==> config.mk <==
export PLATFORM = sky130hd
export DESIGN_NAME = sts_aligner
export DESIGN_NICKNAME = d
export VERILOG_FILES = /design/src/rtl/sts_align_pkg.sv /design/src/rtl/sa_deser.sv /design/src/rtl/sa_pos_cnt.sv /design/src/rtl/sa_frame_fsm.sv /design/src/rtl/sts_aligner.sv
export SDC_FILE = /design/constraint.sdc
export NUM_CORES = 1
export LEC_CHECK = 0
export ABC_AREA = 1
export CORE_MARGIN = 2
export CORE_UTILIZATION = 30
export CTS_CLUSTER_DIAMETER = 200
export DETAILED_ROUTE_END_ITERATION = 12
export RECOVER_POWER = 100
export SLEW_MARGIN = 10
export SYNTH_ARGS = -nofsm -noshare
export SYNTH_HDL_FRONTEND = slang
export SYNTH_SLANG_ARGS = --single-unit
==> constraint.sdc <==
create_clock -name clk -period 3.3 [get_ports clk]
set_input_delay 0.33 -clock clk [delete_from_list [all_inputs] [get_ports clk]]
set_output_delay 0.33 -clock clk [all_outputs]
set_load 0.01 [all_outputs]
==> src/rtl/sts_align_pkg.sv <==
package sts_align_pkg;
  typedef enum logic [1:0] {
    ST_HUNT = 2'd0,
    ST_PRE  = 2'd1,
    ST_SYNC = 2'd2
  } frm_st_e;

  localparam logic [7:0] A1_BYTE = 8'hF6;
  localparam logic [7:0] A2_BYTE = 8'h28;
endpackage

==> src/rtl/sa_deser.sv <==
module sa_deser (
  input  logic        clk,
  input  logic        rst_n,
  input  logic        ser_i,
  input  logic        slip_i,
  output logic [15:0] win_o,
  output logic        bnd_o
);
  logic [2:0]  ph_q;
  logic [2:0]  ph_d;
  logic [15:0] win_d;

  always_comb begin
    win_d = {win_o[14:0], ser_i};
    ph_d  = slip_i ? 3'd0 : ph_q + 3'd1;
  end

  always_ff @(posedge clk or negedge rst_n) begin
    if (!rst_n) begin
      win_o <= '0;
      ph_q  <= '0;
    end else begin
      win_o <= win_d;
      ph_q  <= ph_d;
    end
  end

  // a byte is complete when eight bits have entered since the last boundary,
  // or immediately when the hunt fixes a new boundary
  assign bnd_o = slip_i | (ph_q == 3'd7);

  // after a slip the next boundary is eight bits away
  a_r3_slip_restart: assert property (@(posedge clk) disable iff (!rst_n)
    slip_i |=> (ph_q == 3'd0));
endmodule

==> src/rtl/sa_pos_cnt.sv <==
module sa_pos_cnt #(
  parameter int FRAME = 9720,
  parameter int START = 12,
  localparam int PW = $clog2(FRAME)
) (
  input  logic          clk,
  input  logic          rst_n,
  input  logic          step_i,
  input  logic          load_i,
  output logic [PW-1:0] idx_o
);
  localparam logic [PW-1:0] START_V = PW'(START);
  localparam logic [PW-1:0] LAST_V  = PW'(FRAME - 1);

  logic [PW-1:0] pos_q;
  logic [PW-1:0] pos_d;

  always_comb begin
    idx_o = load_i ? START_V : pos_q;
    pos_d = pos_q;
    if (step_i) pos_d = (idx_o == LAST_V) ? '0 : idx_o + 1'b1;
  end

  always_ff @(posedge clk or negedge rst_n) begin
    if (!rst_n) pos_q <= '0;
    else        pos_q <= pos_d;
  end

  // position stays inside the frame and wraps at its end
  a_r9_pos_range: assert property (@(posedge clk) disable iff (!rst_n)
    pos_q <= LAST_V);
  a_r9_wrap: assert property (@(posedge clk) disable iff (!rst_n)
    (step_i && idx_o == LAST_V) |=> (pos_q == '0));
endmodule

==> src/rtl/sa_frame_fsm.sv <==
module sa_frame_fsm
  import sts_align_pkg::*;
#(
  parameter int GOOD_FRAMES = 2,
  parameter int BAD_FRAMES  = 4,
  localparam int GW = $clog2(GOOD_FRAMES + 1),
  localparam int BW = $clog2(BAD_FRAMES + 1)
) (
  input  logic clk,
  input  logic rst_n,
  input  logic found_i,
  input  logic chk_i,
  input  logic ok_i,
  output logic hunt_o,
  output logic oof_o
);
  frm_st_e       st_q, st_d;
  logic [GW-1:0] g_q, g_d;
  logic [BW-1:0] b_q, b_d;

  always_comb begin
    st_d = st_q;
    g_d  = g_q;
    b_d  = b_q;
    case (st_q)
      ST_HUNT: if (found_i) begin
        st_d = ST_PRE;
        g_d  = GW'(1);
        b_d  = '0;
      end
      ST_PRE: if (chk_i) begin
        if (!ok_i) st_d = ST_HUNT;
        else if (g_q == GW'(GOOD_FRAMES - 1)) begin
          st_d = ST_SYNC;
          b_d  = '0;
        end else g_d = g_q + 1'b1;
      end
      ST_SYNC: if (chk_i) begin
        if (ok_i) b_d = '0;
        else if (b_q == BW'(BAD_FRAMES - 1)) st_d = ST_HUNT;
        else b_d = b_q + 1'b1;
      end
      default: st_d = ST_HUNT;
    endcase
  end

  always_ff @(posedge clk or negedge rst_n) begin
    if (!rst_n) begin
      st_q <= ST_HUNT;
      g_q  <= '0;
      b_q  <= '0;
    end else begin
      st_q <= st_d;
      g_q  <= g_d;
      b_q  <= b_d;
    end
  end

  assign hunt_o = (st_q == ST_HUNT);
  assign oof_o  = (st_q != ST_SYNC);

  // in-frame is only reached from provisional lock on a good check
  a_r5_clear_from_pre: assert property (@(posedge clk) disable iff (!rst_n)
    $fell(oof_o) |-> $past(st_q == ST_PRE && chk_i && ok_i));
  // out-of-frame only rises on a failed check
  a_r8_set_on_miss: assert property (@(posedge clk) disable iff (!rst_n)
    $rose(oof_o) |-> $past(chk_i && !ok_i));
  // a good check while in frame keeps the block in frame
  a_r7_good_holds: assert property (@(posedge clk) disable iff (!rst_n)
    (st_q == ST_SYNC && chk_i && ok_i) |=> !oof_o);
endmodule

==> src/rtl/sts_aligner.sv <==
module sts_aligner
  import sts_align_pkg::*;
#(
  parameter int ROWS        = 9,
  parameter int COLS        = 1080,
  parameter int N_A1        = 12,
  parameter int GOOD_FRAMES = 2,
  parameter int BAD_FRAMES  = 4
) (
  input  logic       clk,
  input  logic       rst_n,
  input  logic       ser_in,
  output logic       byte_en,
  output logic [7:0] byte_out,
  output logic       frame_pulse,
  output logic       oof
);
  localparam int FRAME = ROWS * COLS;
  localparam int PW    = $clog2(FRAME);
  localparam logic [PW-1:0] A2_IDX = PW'(N_A1);
  localparam logic [15:0]   FPAT   = {A1_BYTE, A2_BYTE};

  logic [15:0]   win;
  logic          bnd, hunt, match, slip, chk;
  logic [PW-1:0] idx;
  logic          en_d, fp_d;
  logic [7:0]    dat_d;

  assign match = (win == FPAT);
  assign slip  = hunt & match;
  assign chk   = bnd & ~hunt & (idx == A2_IDX);

  sa_deser u_deser (
    .clk   (clk),
    .rst_n (rst_n),
    .ser_i (ser_in),
    .slip_i(slip),
    .win_o (win),
    .bnd_o (bnd)
  );

  sa_pos_cnt #(.FRAME(FRAME), .START(N_A1)) u_pos (
    .clk   (clk),
    .rst_n (rst_n),
    .step_i(bnd),
    .load_i(slip),
    .idx_o (idx)
  );

  sa_frame_fsm #(.GOOD_FRAMES(GOOD_FRAMES), .BAD_FRAMES(BAD_FRAMES)) u_fsm (
    .clk    (clk),
    .rst_n  (rst_n),
    .found_i(slip),
    .chk_i  (chk),
    .ok_i   (match),
    .hunt_o (hunt),
    .oof_o  (oof)
  );

  always_comb begin
    en_d  = bnd;
    fp_d  = slip | chk;
    dat_d = bnd ? win[7:0] : byte_out;
  end

  always_ff @(posedge clk or negedge rst_n) begin
    if (!rst_n) begin
      byte_en     <= 1'b0;
      frame_pulse <= 1'b0;
      byte_out    <= '0;
    end else begin
      byte_en     <= en_d;
      frame_pulse <= fp_d;
      byte_out    <= dat_d;
    end
  end

  // a frame pulse always rides on a byte strobe
  a_r4_fp_on_byte: assert property (@(posedge clk) disable iff (!rst_n)
    frame_pulse |-> byte_en);
  // a hunt match delivers the first A2 byte with a frame pulse
  a_r2_find_delivers_a2: assert property (@(posedge clk) disable iff (!rst_n)
    slip |=> (frame_pulse && byte_out == A2_BYTE));
endmodule

# Yosys cells after proc, flatten, opt, wreduce, memory -nomap -nowiden
# Cells that the tools add are included.
[totals]
mem_bits_rw = 0
latch_bits = 0
memories = 0
out_inout_bits = 11
ff_bits = 50
input_bits = 3
rom_bits = 0
[classes]
n_lt_le_gt_ge = 0
mux = 23
n_eq_ne = 19
n_reduce_logical = 6
n_bitwise = 6
shift = 0
add_sub_neg = 4
div_mod_pow = 0
mul = 0
[ops]
columns = ["cell", "count"]
rows = [
  ["2-to-1 mux 14 bit", 2],
  ["2-to-1 mux 3 bit", 8],
  ["2-to-1 mux 2 bit", 10],
  ["equality test 16 bit, second input constant", 1],
  ["adder 14 x 1 -> 14 bit, second input constant", 1],
  ["equality test 14 bit, second input constant", 1],
  ["equality test 14 x 4 -> 1 bit, second input constant", 1],
  ["inequality test 2 bit, second input constant", 6],
  ["one-hot mux 3 bit (3 select lines)", 1],
  ["AND reduction 7 bit", 1],
  ["adder 3 x 1 -> 3 bit, second input constant", 2],
  ["inequality test 2 x 1 -> 1 bit, second input constant", 3],
  ["one-hot mux 2 bit (3 select lines)", 1],
  ["AND reduction 6 bit", 1],
  ["AND reduction 5 bit", 1],
  ["equality test 2 x 1 -> 1 bit, second input constant", 2],
  ["one-hot mux 2 bit (2 select lines)", 1],
  ["bitwise AND 1 bit", 3],
  ["equality test 3 x 2 -> 1 bit, second input constant", 1],
  ["equality test 3 bit, second input constant", 1],
  ["inequality test 3 x 2 -> 1 bit, second input constant", 1],
  ["inequality test 3 bit, second input constant", 1],
  ["nonzero test 3 bit", 1],
  ["adder 2 x 1 -> 2 bit, second input constant", 1],
  ["5 further kinds", 6],
]

# Logic depth before layout (Yosys ltp)
[logic_depth]
depth_word = 7
ltp_mapped = 17
mapped_depth_nobuf = 16

# Modules after synthesis
# From an unflattened synthesis, not the netlist that was laid out.
[hier_totals]
hier_cells = 314
hier_area_um2 = 2618.8
[modules_own_cells]
columns = ["module", "cells_per_inst", "area_each_um2", "n_inst"]
rows = [
  ["sa_pos_cnt", 154, 1083.5, 1],
  ["sa_deser", 29, 530.5, 1],
  ["sts_aligner", 58, 509.2, 1],
  ["sa_frame_fsm", 73, 495.5, 1],
]

# Worst setup path after synthesis
# No wires, ideal clock.
[synth_timing]
path_kind = "register to register"
start = "register u_deser.win_o[8]"
end = "register u_fsm.b_q[0]"
slack_ns = 1.309
period_less_slack_ns = 1.991
path_stages_with_launch = 17
path_buffers = 1
arrival_time_ns = 1.874
path_cell_list = "dfrtp_1 > nor2_2 > nand2_2 > nor2_4 > nand3_4 > buf_2 > nand2_1 > ha_1 > nand4_1 > inv_1 > nand2_1 > nor2_2 > nand2_4 > nand2_8 > nand3_4 > nand2_1 > nand2_1"
[synth_via]
elab_chain_cells = 7
elab_cells_between_ends = 16
[synth_lines]
columns = ["element", "line_no", "rtl"]
rows = [
  ["start, declared", "sa_deser.sv:6", "output logic [15:0] win_o,"],
  ["start signal, assigned", "sa_deser.sv:23", "win_o <= win_d;"],
  ["equality test 16 bit (*)", "sts_aligner.sv:29", "assign match = (win == FPAT);"],
  ["bitwise AND 1 bit", "sts_aligner.sv:30", "assign slip = hunt & match;"],
  ["2-to-1 mux 14 bit or bitwise OR 1 bit (tied branches)", "sa_pos_cnt.sv:19, sa_deser.sv:30", ""],
  ["equality test 14 x 4 -> 1 bit or bitwise AND 1 bit (tied branches)", "sts_aligner.sv:31", "assign chk = bnd & ~hunt & (idx == A2_IDX);"],
  ["bitwise AND 1 bit", "sts_aligner.sv:31", ""],
  ["inequality test 2 bit (no line)", "n/a", ""],
  ["AND reduction 7 bit (no line)", "n/a", ""],
  ["end signal, assigned", "sa_frame_fsm.sv:51", "b_q <= '0;"],
  ["end signal, assigned", "sa_frame_fsm.sv:55", "b_q <= b_d;"],
  ["end, declared", "sa_frame_fsm.sv:19", "logic [BW-1:0] b_q, b_d;"],
]
# Mark *: on every way between the ends. The rest lies on a longest branch, timed or not. The select of a mux whose other input is x is not followed.
# A chain may end at the register's enable or synchronous reset.

# Worst setup path in the final report
[layout_timing]
start = "register u_deser.win_o[2]"
end = "register u_pos.pos_q[13]"
[layout_via]
elab_chain_cells = 5
elab_cells_between_ends = 7
[layout_lines]
columns = ["element", "line_no", "rtl"]
rows = [
  ["equality test 16 bit (*)", "sts_aligner.sv:29", ""],
  ["bitwise AND 1 bit (*)", "sts_aligner.sv:30", ""],
  ["2-to-1 mux 14 bit", "sa_pos_cnt.sv:19", "idx_o = load_i ? START_V : pos_q;"],
  ["adder 14 x 1 -> 14 bit or equality test 14 bit (tied branches)", "sa_pos_cnt.sv:21", "if (step_i) pos_d = (idx_o == LAST_V) ? '0 : idx_o + 1'b1;"],
  ["2-to-1 mux 14 bit", "sa_pos_cnt.sv:21", ""],
  ["end signal, assigned", "sa_pos_cnt.sv:26", "else pos_q <= pos_d;"],
  ["end, declared", "sa_pos_cnt.sv:15", "logic [PW-1:0] pos_q;"],
]
# Mark *: on every way between the ends. The rest lies on a longest branch, timed or not.

==> impl_metrics.json <==
{
  "num-nets-final": 347,
  "hold_buffers": 0,
  "crit_cells": 10,
  "htree_levels": 2,
  "status": "finished, violations left",
  "initial_core_util": 0.3052,
  "drv_cap": 1,
  "root_buffer": "clkbuf_8",
  "cts_tree": "done",
  "min_period_over_period": 0.8038,
  "start_kind": "flop",
  "period_needed_ns": 2.653,
  "whs_path_depth": 0,
  "die_w_microns": 97.50,
  "rsz0062_at_grt": "no",
  "wire_per_inst_microns": 11.39,
  "drtPass1Iterations": 4,
  "clk_pin_slew_ns": 0.09,
  "crit_top_cell": "nand2_1",
  "numClockSinks": 50,
  "grt_pass1_wl_mm": 8.921,
  "relSlewSlack": -0.7373,
  "worst_pin_slew_ns": 2.606,
  "grt_usage": 0.1143,
  "arrival_ns": 2.90,
  "fin_setup_tns_ns": 0,
  "crit_type": "flop to flop",
  "chipHeight_microns": 97.50,
  "slowest_delay_ns": 0.52,
  "synth_warnings": 0,
  "syn-num-nets": 331,
  "fin_skew_ns": 0.007459,
  "synth_area_sq_um": 2623,
  "grt-ovfl-total": 0,
  "ioPinCount": 14,
  "core_area_sq_um": 8593,
  "cp_cell_sequence": "nor2_1 -> nand2_2 -> nor2_1 -> nand3_4 -> nand2_1 -> clkbuf_1 -> nand2_1 -> inv_2 -> nand3_1 -> nand2_1",
  "end_kind": "flop",
  "hp-class": "flop to flop",
  "final_cell_mix": "119 x nand2_1, 50 x dfrtp_1, 36 x inv_1",
  "crit_required_ns": 3.55,
  "dpl_cell_area_sq_um": 2859,
  "ys_types": 30,
  "drt-initial-drc-count": 162,
  "setup_viol": 0,
  "antenna_found_initial": 0,
  "cts_resized": 0,
  "failed_checks": "max-capacitance violations, max-slew violations",
  "ant_nets": 0,
  "die-area_sq_um": 9505,
  "insertedDiodeCount": 0,
  "cp_max_fo": 25,
  "gp_congestion": 0.8683,
  "irDropWorstVdd_uv": 178.3,
  "multi_input_area_sq_um": 1159,
  "crit_buf_inv": 2,
  "totalWireLength_mm": 5.068,
  "grt_max_degree": 51,
  "tritoncts.num_buffers": 5,
  "fmax_ghz": 0.3770,
  "synth_seq_cells": 50,
  "critPathTopFamily": "simple AND/OR/NAND/NOR gates",
  "finalMaxSlewViolations": 51,
  "regArea_sq_um": 1251,
  "hold_viol_final": 0,
  "clk_latency_ns": 0.31,
  "hpwl_mm": 3.643,
  "final_common_cell": "nand2_1",
  "p_per_area_nw_per_um2": 399.1,
  "vias": 2046,
  "grt_pass1_vias": 1986,
  "drc": 0,
  "postLayoutCoreUtil": 0.3414,
  "critical-path-slowest-cell": "clkbuf_1",
  "final_layout_size_suffix_gt1_frac": 0.1128,
  "syn2layout_area_growth_pct": 11.88,
  "post_cts_buffers": 0,
  "port-buffer-count": 13,
  "fillers": 909,
  "p_leak_nw": 1.510,
  "synthCells": 321,
  "synth.avg_cell_area_sq_um": 8.170,
  "core.rowCount": 34,
  "detail_route.vias_per_cell": 4.598,
  "cts_max_path_buffers": 2,
  "reg2reg_depth": 10,
  "final_area_sq_um": 2934,
  "seq_area_frac_synth": 0.4771
}
worst register-to-register path: stages (launching register included):
cell,delay [ns]
dfrtp_1,0.40
nor2_1,0.13
nand2_2,0.08
nor2_1,0.23
nand3_4,0.36
nand2_1,0.18
clkbuf_1,0.52
nand2_1,0.35
inv_2,0.19
nand3_1,0.09
nand2_1,0.06
final cells by class:
cell class,instances,share of cell area
multi-input cells,225,0.3949
repair buffers,14,0.04350
clock buffers,5,0.02345
clock inverters,2,0.01322
flip-flops and latches,50,0.4264
inverters,41,0.05245
well taps,108,0.04606
power breakdown:
part / internal, mW / total, mW / switching (mW)
clock: 0.223 / 0.433 / 0.210
sequential: 0.637 / 0.651 / 0.0143
combinational: 0.0326 / 0.0866 / 0.0540
total: 0.893 / 1.17 / 0.278
flip-flops by register name, indices dropped and copies added (netlist names):
| signal | flops |
|---|---|
| frame_pulse | 1 |
| u_fsm.b_q | 3 |
| u_fsm.st_q | 2 |
| u_deser.win_o | 16 |
| u_fsm.g_q | 2 |
| byte_en | 1 |
| byte_out | 8 |
| u_deser.ph_q | 3 |
| u_pos.pos_q | 14 |
through the flow:
stage / setup slack [ns] / total power, mW / hold WS (ns) / cells
finish: 0.6475 / 1.171 / 0.3836 / 445
global route: 0.3527 / 1.231 / 0.3996 / 445
CTS: 0.9062 / 1.194 / 0.2709 / 445
detailed placement: 0.9293 / 0.7568 / 0.3675 / 438
global placement: 0.9874 / 0.7546 / 0.3568 / 438
floorplan: 1.309 / 0.7150 / 0.03441 / 321
kinds of logic after synthesis:
| kind of cell | after synthesis | share of synthesized area |
|---|---|---|
| simple gates | 194 | 0.3612 |
| flops | 50 | 0.4771 |
| buf+inv | 46 | 0.07061 |
| compound gates | 22 | 0.05105 |
| fa+ha+maj | 7 | 0.03340 |
| xor+xnor | 2 | 0.006681 |
metal layers:
layer  wire [microns]  GRT usage
met5                0          0
met4               76    0.04167
met3              155    0.02662
met2             2444     0.1905
met1             2392     0.1448
synth_stat cells:
cell type / number / share of area
a21oi_2: 1 / 0.0033
nor3_1: 4 / 0.0076
ha_1: 7 / 0.033
dfrtp_1: 50 / 0.48
o21ai_0: 10 / 0.019
o21ai_1: 2 / 0.0038
nand3b_1: 2 / 0.0057
nand2_1: 117 / 0.17
xnor2_1: 1 / 0.0033
nand3_1: 15 / 0.029
nor2_1: 17 / 0.024
o22ai_1: 1 / 0.0024
inv_2: 5 / 0.0072
xor2_1: 1 / 0.0033
o21ai_2: 5 / 0.017
nor2_2: 8 / 0.019
a21oi_1: 3 / 0.0057
nand2_4: 6 / 0.026
nor4_1: 2 / 0.0048
nand3_4: 2 / 0.013
nor2_4: 2 / 0.0086
nand4_1: 11 / 0.026
inv_1: 36 / 0.052
nand3_2: 1 / 0.0038
nand2_2: 4 / 0.0095
or2_2: 1 / 0.0024
buf_6: 1 / 0.0043
nand2_8: 1 / 0.0076
buf_2: 4 / 0.0076
nor3_4: 1 / 0.0062
worst paths after layout:
kind                                    from                end  slack (ns)
hold / removal             u_deser.win_o[14]  u_deser.win_o[15]        0.38
setup / recovery            u_deser.win_o[2]    u_pos.pos_q[13]        0.65
hold reg to reg            u_deser.win_o[14]  u_deser.win_o[15]        0.38
max in group asynchronous              rst_n    u_pos.pos_q[12]        1.00
min in group asynchronous              rst_n  u_deser.win_o[15]        0.83
setup reg to reg            u_deser.win_o[2]    u_pos.pos_q[13]        0.65
(Power assumes the default switching activity.)
